==> src/rtl/spi_apb_master.sv <==
module spi_apb_master #(
  parameter int DW    = 8,
  parameter int DEPTH = 8,
  parameter int DIVW  = 8
) (
  input  logic        pclk,
  input  logic        presetn,
  input  logic        psel,
  input  logic        penable,
  input  logic        pwrite,
  input  logic [3:0]  paddr,
  input  logic [31:0] pwdata,
  output logic [31:0] prdata,
  output logic        sclk,
  output logic        mosi,
  input  logic        miso,
  output logic        irq,
  output logic        dma_tx_req,
  output logic        dma_rx_req,
  input  logic        dma_ack
);
  localparam int AW = $clog2(DEPTH);
  localparam int HW = $clog2(2 * DW);
  localparam logic [AW:0] FULLC = (AW + 1)'(DEPTH);
  localparam logic [HW-1:0] LASTH = HW'(2 * DW - 1);

  logic [DIVW-1:0] div_q;
  logic cpol_q, cpha_q;
  logic [2:0] ie_q;
  logic [1:0] dmaen_q;

  wire acc    = psel & penable;
  wire wr     = acc & pwrite;
  wire rd     = acc & ~pwrite;
  wire s_ctrl = paddr[3:2] == 2'd0;
  wire s_stat = paddr[3:2] == 2'd1;
  wire s_data = paddr[3:2] == 2'd2;
  wire tx_wr  = wr & s_data;

  logic [DW-1:0] tx_mem [DEPTH];
  logic [DW-1:0] rx_mem [DEPTH];
  logic [AW:0] tx_wp, tx_rp, rx_wp, rx_rp;
  wire [AW:0] tx_cnt = tx_wp - tx_rp;
  wire [AW:0] rx_cnt = rx_wp - rx_rp;
  wire tx_empty = tx_cnt == '0;
  wire tx_full  = tx_cnt == FULLC;
  wire rx_empty = rx_cnt == '0;
  wire rx_full  = rx_cnt == FULLC;

  logic busy, ovr, ack_q;
  logic [1:0] gap;
  logic [DIVW-1:0] cnt;
  logic [HW-1:0] half;
  logic [DW-1:0] tsh, rsh;

  wire tick      = cnt == div_q;
  wire start     = ~busy & (gap == 2'd0) & ~tx_empty;
  wire word_done = busy & tick & (half == LASTH);
  wire tx_push   = tx_wr & ~tx_full;
  wire rx_push   = word_done & ~rx_full;
  wire rx_pop    = rd & s_data & ~rx_empty;

  always_ff @(posedge pclk or negedge presetn)
    if (!presetn) begin
      div_q <= '0; cpol_q <= 1'b0; cpha_q <= 1'b0; ie_q <= '0; dmaen_q <= '0;
    end else if (wr & s_ctrl) begin
      div_q   <= pwdata[DIVW-1:0];
      cpol_q  <= pwdata[DIVW];
      cpha_q  <= pwdata[DIVW+1];
      ie_q    <= pwdata[DIVW+4:DIVW+2];
      dmaen_q <= pwdata[DIVW+6:DIVW+5];
    end

  always_ff @(posedge pclk) begin
    if (tx_push) tx_mem[tx_wp[AW-1:0]] <= pwdata[DW-1:0];
    if (rx_push) rx_mem[rx_wp[AW-1:0]] <= rsh;
  end

  always_ff @(posedge pclk or negedge presetn)
    if (!presetn) begin
      tx_wp <= '0; tx_rp <= '0; rx_wp <= '0; rx_rp <= '0;
      ovr <= 1'b0; ack_q <= 1'b0;
    end else begin
      tx_wp <= tx_wp + (AW + 1)'(tx_push);
      tx_rp <= tx_rp + (AW + 1)'(start);
      rx_wp <= rx_wp + (AW + 1)'(rx_push);
      rx_rp <= rx_rp + (AW + 1)'(rx_pop);
      ack_q <= dma_ack;
      if (word_done & rx_full) ovr <= 1'b1;
      else if (wr & s_stat & pwdata[3]) ovr <= 1'b0;
    end

  always_ff @(posedge pclk or negedge presetn)
    if (!presetn) begin
      busy <= 1'b0; gap <= '0; cnt <= '0; half <= '0; tsh <= '0; rsh <= '0;
    end else begin
      cnt <= (start | tick) ? '0 : cnt + 1'b1;
      if (start) begin
        busy <= 1'b1;
        half <= '0;
        tsh  <= tx_mem[tx_rp[AW-1:0]];
      end else if (busy & tick) begin
        half <= half + 1'b1;
        if (!half[0]) rsh <= {rsh[DW-2:0], miso};
        else          tsh <= tsh << 1;
        if (half == LASTH) begin
          busy <= 1'b0;
          gap  <= 2'd2;
        end
      end else if (!busy & tick & (gap != 2'd0)) begin
        gap <= gap - 1'b1;
      end
    end

  assign sclk = cpol_q ^ (busy & (half[0] ^ cpha_q));
  assign mosi = tsh[DW-1];
  assign irq  = |(ie_q & {ovr, ~rx_empty, tx_empty});
  assign dma_tx_req = dmaen_q[0] & ~tx_full & ~ack_q;
  assign dma_rx_req = dmaen_q[1] & ~rx_empty & ~ack_q;

  always_comb begin
    prdata = '0;
    if (s_ctrl)      prdata = 32'({dmaen_q, ie_q, cpha_q, cpol_q, div_q});
    else if (s_stat) prdata = {27'd0, busy, ovr, ~rx_empty, tx_full, tx_empty};
    else if (s_data) prdata = 32'(rx_mem[rx_rp[AW-1:0]]);
  end

  wire unused_ok = ^{pwdata[31:DIVW+7], paddr[1:0]};
endmodule


==> config.mk <==
export PLATFORM = sky130hd
export DESIGN_NAME = spi_apb_master
export DESIGN_NICKNAME = d
export VERILOG_FILES = /design/src/rtl/spi_apb_master.sv
export SDC_FILE = /design/constraint.sdc
export NUM_CORES = 1
export LEC_CHECK = 0
export ABC_AREA = 0
export BUFFER_PORTS_ARGS = -buffer_cell sky130_fd_sc_hd__buf_2
export CORE_UTILIZATION = 25
export CTS_BUF_LIST = sky130_fd_sc_hd__clkbuf_8
export DETAILED_ROUTE_END_ITERATION = 8
export HOLD_SLACK_MARGIN = 0.08
export PLACE_DENSITY = 0.5
export SKIP_CTS_REPAIR_TIMING = 1
export SLEW_MARGIN = 20
export SYNTH_ARGS = -nofsm -noshare
export SYNTH_HDL_FRONTEND = slang
export SYNTH_SLANG_ARGS = --single-unit
==> constraint.sdc <==
create_clock -name pclk -period 4.3 [get_ports pclk]
set_input_delay 0.43 -clock pclk [delete_from_list [all_inputs] [get_ports pclk]]
set_output_delay 0.43 -clock pclk [all_outputs]
set_load 0.02 [all_outputs]
==> results of run 1 <==
==> Yosys cell counts, drive strengths merged (7+ instances only) <==
cell type / instances
ha: 17
xor2: 20
o21ai: 7
and2: 7
inv: 12
edfxtp: 128
mux4: 32
nand2: 23
clkbuf: 7
buf: 27
xnor2: 10
nor2: 30
mux2i: 31
mux2: 22
dfrtp: 64
nand3: 12
nor3: 10
==> cells by family (layout without fill, tap and decap cells) <==
group                      after synthesis  count (layout)  share of synthesized area
DFF                                    192             192                     0.6564
and+or+nand+nor                        110             110                    0.07285
muxes                                   85              85                     0.1541
buffers and inverters                   46             109                    0.03077
AOI/OAI and AO/OA                       32              32                    0.02805
xor gates and xnor gates                30              30                    0.03167
adders and majority gates               17              17                    0.02564
other                                    1              17                  0.0004521
==> power breakdown <==
group          switching, mW  total [mW]  leakage [nW]  internal (mW)
clock network          0.664        1.37         0.233          0.703
registers              0.209        2.40          1.97           2.19
logic                  0.744        1.38          1.44          0.636
==> cell type report <==
cell class	count	share of cell area
multi-input cells	291	0.2785
flip-flops and latches	192	0.5700
repair buffers	65	0.04034
clock inverters	15	0.02410
inverters	12	0.004715
well taps	442	0.05789
clock buffers	17	0.02449
==> final timing paths <==
path	start	endpoint	depth (start not counted)
worst max-delay path	tx_rp[2]	prdata[0]	8
worst min-delay path	pwdata[11]	ie_q[1]	3
worst max register to register	tx_rp[2]	tx_mem[7][7]	7
worst min register to register	tx_rp[3]	tx_rp[3]	1
max in group asynchronous	presetn	cpha_q	3
min in group asynchronous	presetn	rsh[3]	2
==> routing by layer <==
| metal | wire (um) | part of all wire | GRT usage |
|---|---|---|---|
| met2 | 8751 | 0.48 | 0.1794 |
| met4 | 257 | 0.014 | 0.04033 |
| met1 | 8220 | 0.45 | 0.1519 |
| met3 | 1018 | 0.056 | 0.02727 |
| met5 | 0 | 0 | 0 |
==> registers in the layout (all words and copies together) (netlist names) <==
register  count
rx_wp         4
ie_q          3
dmaen_q       2
rx_mem       64
tx_rp         4
cpha_q        1
ack_q         1
tsh           8
ovr           1
rx_rp         4
tx_mem       64
busy          1
gap           2
rsh           8
half          4
div_q         8
cnt           8
cpol_q        1
tx_wp         4
==> metrics by stage <==
step / setup slack, ps / utilization / total power [mW] / hold slack [ps]
global placement: 927.5 / 0.2780 / 3.805 / 487.5
CTS: 583.8 / 0.2923 / 5.229 / 27.32
global route: 389.4 / 0.2929 / 5.448 / 155.6
detailed placement: 855.8 / 0.2780 / 3.851 / 489.6
finish: 678.9 / 0.2929 / 5.151 / 173.6
floorplan: 674.1 / - / 3.456 / 134.4
==> critical path, cell delays in order (launching register included) <==
cell and delay [ps]:
dfrtp_1 430, inv_2 260, ha_1 330, and3b_1 210
or3_4 390, a211oi_2 540, mux2i_1 170, o21ai_0 190
buf_2 190
==> impl_metrics.csv, run 1 <==
group,metric,value,unit
clock_network,cts_made_buffers,17,
power_and_ir_drop,p_per_area,539.2,nW/um^2
layout,layout_common_cells,"edfxtp_1 (128), dfrtp_1 (64), buf_2 (43)",
synth,synth_edf_count,128,
setup_path,crit_required,3870,ps
clock_network,clock_path_buffers,2,
synth,ys_warn_count,0,
clock_network,cts_tree,"done",
die,rows,66,
layout,fill_cells,3273,
timing,slew-limit-headroom,0.4475,
global_route,grt_pass1_vias,4622,
setup_path,setup.worst_path.end_class,"output pin",
die,ioPinCount,80,
placed_design,post_dp_cell_area,9069,sq um
flow_run,maxCapViolations,0,
synth,yosysSeqAreaShare,0.6564,
synth,syn_area_per_cell,16.17,sq um
placed_design,dp_cells,1000,
timing,finalSetupViolCount,0,
setup_path,startpoint_type,"flip-flop",
timing,rsz0062_at_grt,"false",
die,die_width,184.2,um
timing,worstMarginPinSlew,828.7,ps
synth,ys_types,53,
power_and_ir_drop,power.leakage,3.639,nW
synth,synth_top_area_share,0.4633,
global_route,grt_max_degree,33,
detailed_routing,firstDrtPassIters,4,
setup_path,cp_data_arrival_time,3190,ps
placed_design,gp_congestion,0.7460,
detailed_routing,routed-via-count,4494,
layout,num_antenna_cells,0,
layout,layout_commonest_cell,"edfxtp_1",
detailed_routing,routed_wirelength,18.25,mm
clock_network,cts-root-buf,"clkbuf_8",
run_status,outcome,"finished clean",
die,die_area,33910,sq um
layout,fin_nets,639,
detailed_routing,drcViolationCount,0,
global_route,antenna_found_initial,0,
setup_path,crit_type,"reg -> out",
detailed_routing,routedWlPerCell,17.65,um
clock_network,h-tree-depth,4,
clock_network,cts.sinks,192,
placed_design,dp_hpwl,12.36,mm
detailed_routing,first_iter_violations,267,
layout,fin_area,9553,sq um
synth,synthesis.instances,513,
clock_network,insertion_delay,470,ps
placed_design,port_buffers,43,
layout,synthToLayoutAreaGrowth,15.16,%
detailed_routing,viasPerCell,4.346,
die,start_util,0.2543,
timing,fin_skew,10.99,ps
timing,maxClockFrequency,276.2,MHz
layout,drive_gt1_frac,0.2753,
layout,regArea,5445,sq um
global_route,grt_pass1_wl,27.61,mm
layout,final_cells,1034,
timing,drv_slew,0,
clock_network,clkTransAtPathRegs,100,ps
timing,setup_tns,0,ps
layout,multi_input_area,2660,sq um
synth,synth_area,8295,sq um
synth,ys_async_sr_fraction,0.3333,
power_and_ir_drop,ir_worst_vdd,231.1,uV
synth,ys_ff_latch,192,
synth,synthTopCellsByArea,"edfxtp_1 (46%), dfrtp_1 (19%), mux4_2 (8.7%)",
timing,hold_viol,0,
synth,synth_top_flop_cell,"edfxtp_1",
die,die_h,184.2,um
setup_path,reg2reg_slack,880,ps
timing,period_needed,3621,ps
detailed_routing,drtAntennaViolNets,0,
global_route,grt_overflow,0,
timing,fin_crit_sh,0.8421,
global_route,grt_usage,0.1137,
setup_path,cp_max_fo,9,
min_path,hp-class,"in -> reg",
die,coreArea,32620,sq um
synth,synth_largest_area_cell,"edfxtp_1",
No activity file was read; power rests on OpenSTA's default activity.
==> run 2, diff against run 1 <==
- ABC_AREA: 0 -> 1
- clock period: 4.3 -> 3.4 ns (I/O delays scaled with it)
==> run 2 against run 1 <==
  * Die area is 4.4% higher
  * Global-route usage rose by 0.50 points
  * Routed wire length is 10% higher
  * Sequential power grew 17%
  * Utilization hardly changed
  * Combinational power shrank 7%
  * Largest cell class unchanged
  * Largest power group unchanged
==> impl_metrics.csv, run 2 <==
group,metric,value,unit
layout,layout_commonest_cell,"nand2_1",
clock_network,cts-root-buf,"clkbuf_8",
global_route,grt_overflow,0,
detailed_routing,drtAntennaViolNets,0,
global_route,grt_pass1_vias,5724,
run_status,outcome,"finished clean",
timing,worstMarginPinSlew,849.5,ps
global_route,grt_pass1_wl,31.91,mm
placed_design,port_buffers,43,
layout,drive_gt1_frac,0.1241,
placed_design,gp_congestion,0.7448,
die,ioPinCount,80,
setup_path,crit_type,"reg -> out",
min_path,whs_endpoint,"ie_q[0]",
detailed_routing,routedWlPerCell,14.56,um
setup_path,cp_data_arrival_time,2690,ps
timing,setup_ws,372.5,ps
timing,maxClockFrequency,330.3,MHz
clock_network,cts_tree,"done",
power_and_ir_drop,ir_worst_vdd,340.2,uV
timing,slew-limit-headroom,0.4323,
setup_path,r2r_start,"tx_rp[2]",
synth,ys_warn_count,0,
synth,ys_ff_latch,192,
clock_network,h-tree-depth,4,
timing,period_needed,3027,ps
die,coreArea,33780,sq um
detailed_routing,routed_wirelength,20.13,mm
synth,synth_edf_count,128,
global_route,antenna_found_initial,0,
setup_path,cp_max_fo,10,
setup_path,r2r-end,"tx_wp[2]",
die,die_area,35420,sq um
timing,setup_tns,0,ps
die,die_width,188.2,um
global_route,grt_max_degree,35,
die,start_util,0.2566,
setup_path,crit_required,3060,ps
layout,synthToLayoutAreaGrowth,13.97,%
placed_design,post_dp_cell_area,9470,sq um
timing,hold_viol,0,
synth,synthTopCellsByArea,"edfxtp_1 (44%), dfrtp_1 (18%), nand2_1 (11%)",
setup_path,reg2reg_slack,720,ps
detailed_routing,routed-via-count,5957,
clock_network,cts_made_buffers,17,
setup_path,reg2reg_depth,12,
placed_design,dp_hpwl,13.57,mm
layout,num_antenna_cells,0,
setup_path,startpoint_type,"flip-flop",
synth,synth_top_area_share,0.4434,
timing,rsz0062_at_grt,"false",
synth,ys_types,34,
detailed_routing,first_iter_violations,360,
die,rows,67,
synth,ys_async_sr_fraction,0.3333,
clock_network,cts.sinks,192,
layout,fin_nets,983,
clock_network,clock_path_buffers,2,
timing,finalSetupViolCount,0,
timing,fin_skew,17.97,ps
min_path,hp-class,"in -> reg",
flow_run,maxCapViolations,0,
detailed_routing,firstDrtPassIters,6,
timing,drv_slew,0,
synth,synth_area,8668,sq um
placed_design,preCtsSetupSlack,528.8,ps
power_and_ir_drop,power.leakage,4.293,nW
synth,synth_common_cells,"nand2_1 (257), edfxtp_1 (128), nor2_1 (83), inv_1 (66), dfrtp_1 (64)",
synth,synth_largest_area_cell,"edfxtp_1",
synth,syn_area_per_cell,10.09,sq um
global_route,grt_usage,0.1187,
min_path,whs_path_depth,3,
setup_path,cp-startpoint,"tx_rp[2]",
die,die_h,188.2,um
clock_network,insertion_delay,470,ps
timing,fin_crit_sh,0.8904,
synth,synth.most_common_cell,"nand2_1",
synth,synth_top_flop_cell,"edfxtp_1",
clock_network,clkTransAtPathRegs,100,ps
synth,synthesis.instances,859,
detailed_routing,viasPerCell,4.307,
layout,fin_area,9879,sq um
detailed_routing,drcViolationCount,0,
setup_path,setup.worst_path.end_class,"output pin",
layout,layout_common_cells,"nand2_1 (257), edfxtp_1 (128), nor2_1 (83)",
synth,yosysSeqAreaShare,0.6282,
min_path,hold_start,"pwdata[10]",
power_and_ir_drop,p_per_area,564.4,nW/um^2
## run 2: cell types whose count changed after synthesis, moves of 31 or more
cell / previous run / this run
o21ai_0: 6 / 43
inv_1: 10 / 66
nand2_1: 23 / 257
nor2_1: 29 / 83
nand3_1: 12 / 44
mux2i_1: 31 / 0
mux4_2: 32 / 0
## run 2: area by class of cell
type | instances | area, sq um
inverters | 72 | 274.0
clock buffers | 17 | 234.0
repair buffers | 73 | 457.9
multi-input cells | 567 | 2756
well taps | 448 | 560.5
clock inverters | 14 | 150.1
fillers | 3570 | 23900
flip-flops and latches | 192 | 5446
## run 2: per-layer routing
metal	vias up	global-route usage	share of wire
met5	-	0	0
met4	0	0.04534	0.014
met3	20	0.02012	0.049
met2	146	0.1990	0.49
met1	2836	0.1525	0.45
li1	2955	-	-
## run 2: critical path, cell delays in order (launching register included)
cell,delay [ps]
dfrtp_2,480
clkinvlp_4,220
ha_1,350
or2_1,250
nand3_1,100
nand2_2,90
inv_1,80
nand2_1,190
o211ai_1,260
buf_2,200
## run 2: logic make-up after synthesis
family | count (synthesis) | share of synthesized area
simple gates | 419 | 0.1993
buf+inv | 116 | 0.06077
mux | 5 | 0.006495
compound gates | 92 | 0.06308
fa+ha+maj | 17 | 0.02454
xor+xnor | 17 | 0.01718
other cells | 1 | 0.0004326
flops | 192 | 0.6282
## run 2: worst max-delay path by stage
stage,endpoint,slack (ps),cells past startpoint
finish,irq,370,9
detailed placement,tx_wp[2],530,12
CTS,irq,170,9
global route,irq,140,9
floorplan,tx_mem[0][0],560,11
global placement,tx_mem[7][1],560,9
## run 2: stage by stage
step	cells	total power [mW]	util	hold WS, ps
4_1_cts	1381	5.646	0.2917	-78.93
5_1_grt	1383	5.890	0.2924	97.16
6_report	1383	5.576	0.2924	110.7
3_5_place_dp	1350	4.159	0.2803	449.7
3_3_place_gp	1350	4.144	0.2803	449.6
2_1_floorplan	875	3.738	-	44.41
## run 2: report_power, final
group | switching (mW) | total (mW) | leakage, nW | internal, mW
registers | 0.154 | 2.80 | 1.98 | 2.64
logic | 0.872 | 1.29 | 2.12 | 0.422
clock network | 0.779 | 1.49 | 0.190 | 0.707
total | 1.81 | 5.58 | 4.29 | 3.77
==> run 3, diff against run 2 <==
- CTS_BUF_LIST: sky130_fd_sc_hd__clkbuf_8 -> default
==> run 3 against run 2 <==
  * Clock-buffer cell count rose by 1
  * Final cell count did not move
  * Die area unchanged
  * First-iteration DRC count shrank 2.8%
  * Utilization is 0.55 points higher
  * Routed wire length about the same
  * Register-to-register slack got worse by 180 ps
  * Sequential power barely moved
==> impl_metrics.csv, run 3 (synthesis results as in run 2) <==
group,metric,value,unit
detailed_routing,first_iter_violations,350,
global_route,grt_max_degree,35,
layout,synthToLayoutAreaGrowth,16.12,%
setup_path,r2r_start,"tx_rp[2]",
clock_network,cts-root-buf,"clkbuf_16",
clock_network,clkTransAtPathRegs,70,ps
setup_path,path_cells,"clkinv_1 > ha_1 > or2_1 > nand3_1 > nand2_2 > inv_1 > nand2_1 > o211ai_1 > buf_2",
power_and_ir_drop,power.leakage,4.378,nW
die,coreArea,33780,sq um
die,rows,67,
power_and_ir_drop,p_per_area,603.0,nW/um^2
power_and_ir_drop,p_total,6.069,mW
placed_design,port_buffers,43,
detailed_routing,routed-via-count,5959,
detailed_routing,drcViolationCount,0,
setup_path,cp_max_fo,10,
timing,setup_tns,0,ps
placed_design,dp_hpwl,13.57,mm
detailed_routing,routed_wirelength,20.14,mm
detailed_routing,firstDrtPassIters,5,
placed_design,gp_congestion,0.7448,
flow_run,maxCapViolations,0,
detailed_routing,viasPerCell,4.309,
setup_path,setup.worst_path.end_class,"output pin",
die,die_h,188.2,um
detailed_routing,routedWlPerCell,14.56,um
global_route,grt_pass1_vias,5732,
setup_path,crit_required,3060,ps
timing,setup_ws,246.0,ps
layout,fill_cells,3543,
min_path,hold_start,"pwdata[14]",
setup_path,cp-startpoint,"tx_rp[2]",
global_route,grt_overflow,0,
die,die_width,188.2,um
die,start_util,0.2566,
run_status,outcome,"finished clean",
timing,maxClockFrequency,317.1,MHz
timing,worstMarginPinSlew,838.2,ps
layout,num_antenna_cells,0,
placed_design,preCtsSetupSlack,528.8,ps
setup_path,cp_data_arrival_time,2810,ps
timing,slew-limit-headroom,0.4399,
clock_network,cts.sinks,192,
timing,rsz0062_at_grt,"false",
timing,finalSetupViolCount,0,
die,die_area,35420,sq um
layout,drive_gt1_frac,0.1219,
detailed_routing,drtAntennaViolNets,0,
global_route,antenna_found_initial,0,
clock_network,cts_tree,"done",
timing,fin_crit_sh,0.9277,
setup_path,crit_path_top_delay_cell,"dfrtp_1",
timing,drv_slew,0,
timing,period_needed,3154,ps
min_path,hp-class,"in -> reg",
global_route,grt_pass1_wl,31.89,mm
setup_path,max_stage_delay,520,ps
clock_network,cts_made_buffers,17,
global_route,grt_usage,0.1188,
timing,fin_skew,9.614,ps
setup_path,startpoint_type,"flip-flop",
layout,fin_nets,983,
power_and_ir_drop,ir_worst_vdd,325.0,uV
clock_network,insertion_delay,430,ps
timing,holdWs,152.0,ps
timing,hold_viol,0,
layout,layout_common_cells,"nand2_1 (257), edfxtp_1 (128), nor2_1 (83)",
layout,layout_commonest_cell,"nand2_1",
clock_network,clock_path_buffers,2,
setup_path,crit_type,"reg -> out",
clock_network,h-tree-depth,4,
die,ioPinCount,80,
## run 3: cell count changes in the layout (fill, tap and decap cells not counted), sizes merged
cell and change:
clkinv +1, clkinvlp -1, inv -1, clkbuf +1
## run 3: critical path, delay by kind of cell (launching register included)
family / cells / cell delay, ps
flip-flops: 1 / 520
adder cells (fa/ha/maj): 1 / 390
buffers and inverters: 3 / 590
AO/OA/AOI/OAI: 1 / 260
AND/OR/NAND/NOR: 4 / 630
## run 3: path summary, 6_finish.rpt
kind | endpoint | depth (start not counted) | slack [ps]
worst max-delay path | irq | 9 | 250
worst min-delay path | dmaen_q[1] | 3 | 150
worst max register to register | tx_mem[6][7] | 9 | 540
worst min register to register | tsh[0] | 2 | 470
max in group asynchronous | cnt[0] | 3 | 2230
min in group asynchronous | rx_wp[3] | 2 | 530
## run 3: area by class of cell
| type | count | area [sq um] | area share |
|---|---|---|---|
| flip-flops and latches | 192 | 5445 | 0.5410 |
| clock buffers | 18 | 429.2 | 0.04264 |
| multi-input cells | 567 | 2756 | 0.2738 |
| repair buffers | 73 | 457.9 | 0.04549 |
| clock inverters | 13 | 146.4 | 0.01454 |
| inverters | 72 | 270.3 | 0.02685 |
| well taps | 448 | 560.5 | 0.05569 |
## run 3: per-layer routing
metal,global-route usage,vias up,share of wire
met1,0.1522,2854,0.46
met2,0.1976,123,0.49
li1,-,2955,-
met4,0.04722,0,0.016
met5,0,-,0
met3,0.02198,27,0.039
## run 3: power by group
| group | leakage [nW] | internal, mW | switching, mW |
|---|---|---|---|
| Combinational | 2.12 | 0.422 | 0.869 |
| Clock | 0.273 | 1.14 | 0.839 |
| Sequential | 1.98 | 2.65 | 0.154 |
| Total | 4.38 | 4.21 | 1.86 |
## run 3: metrics by stage
stage / utilization / area (sq um) / cells
finish: 0.2980 / 10070 / 1383
global route: 0.2980 / 10070 / 1383
CTS: 0.2974 / 10050 / 1381
detailed placement: 0.2803 / 9470 / 1350
global placement: 0.2803 / 9470 / 1350
floorplan: - / 8728 / 875
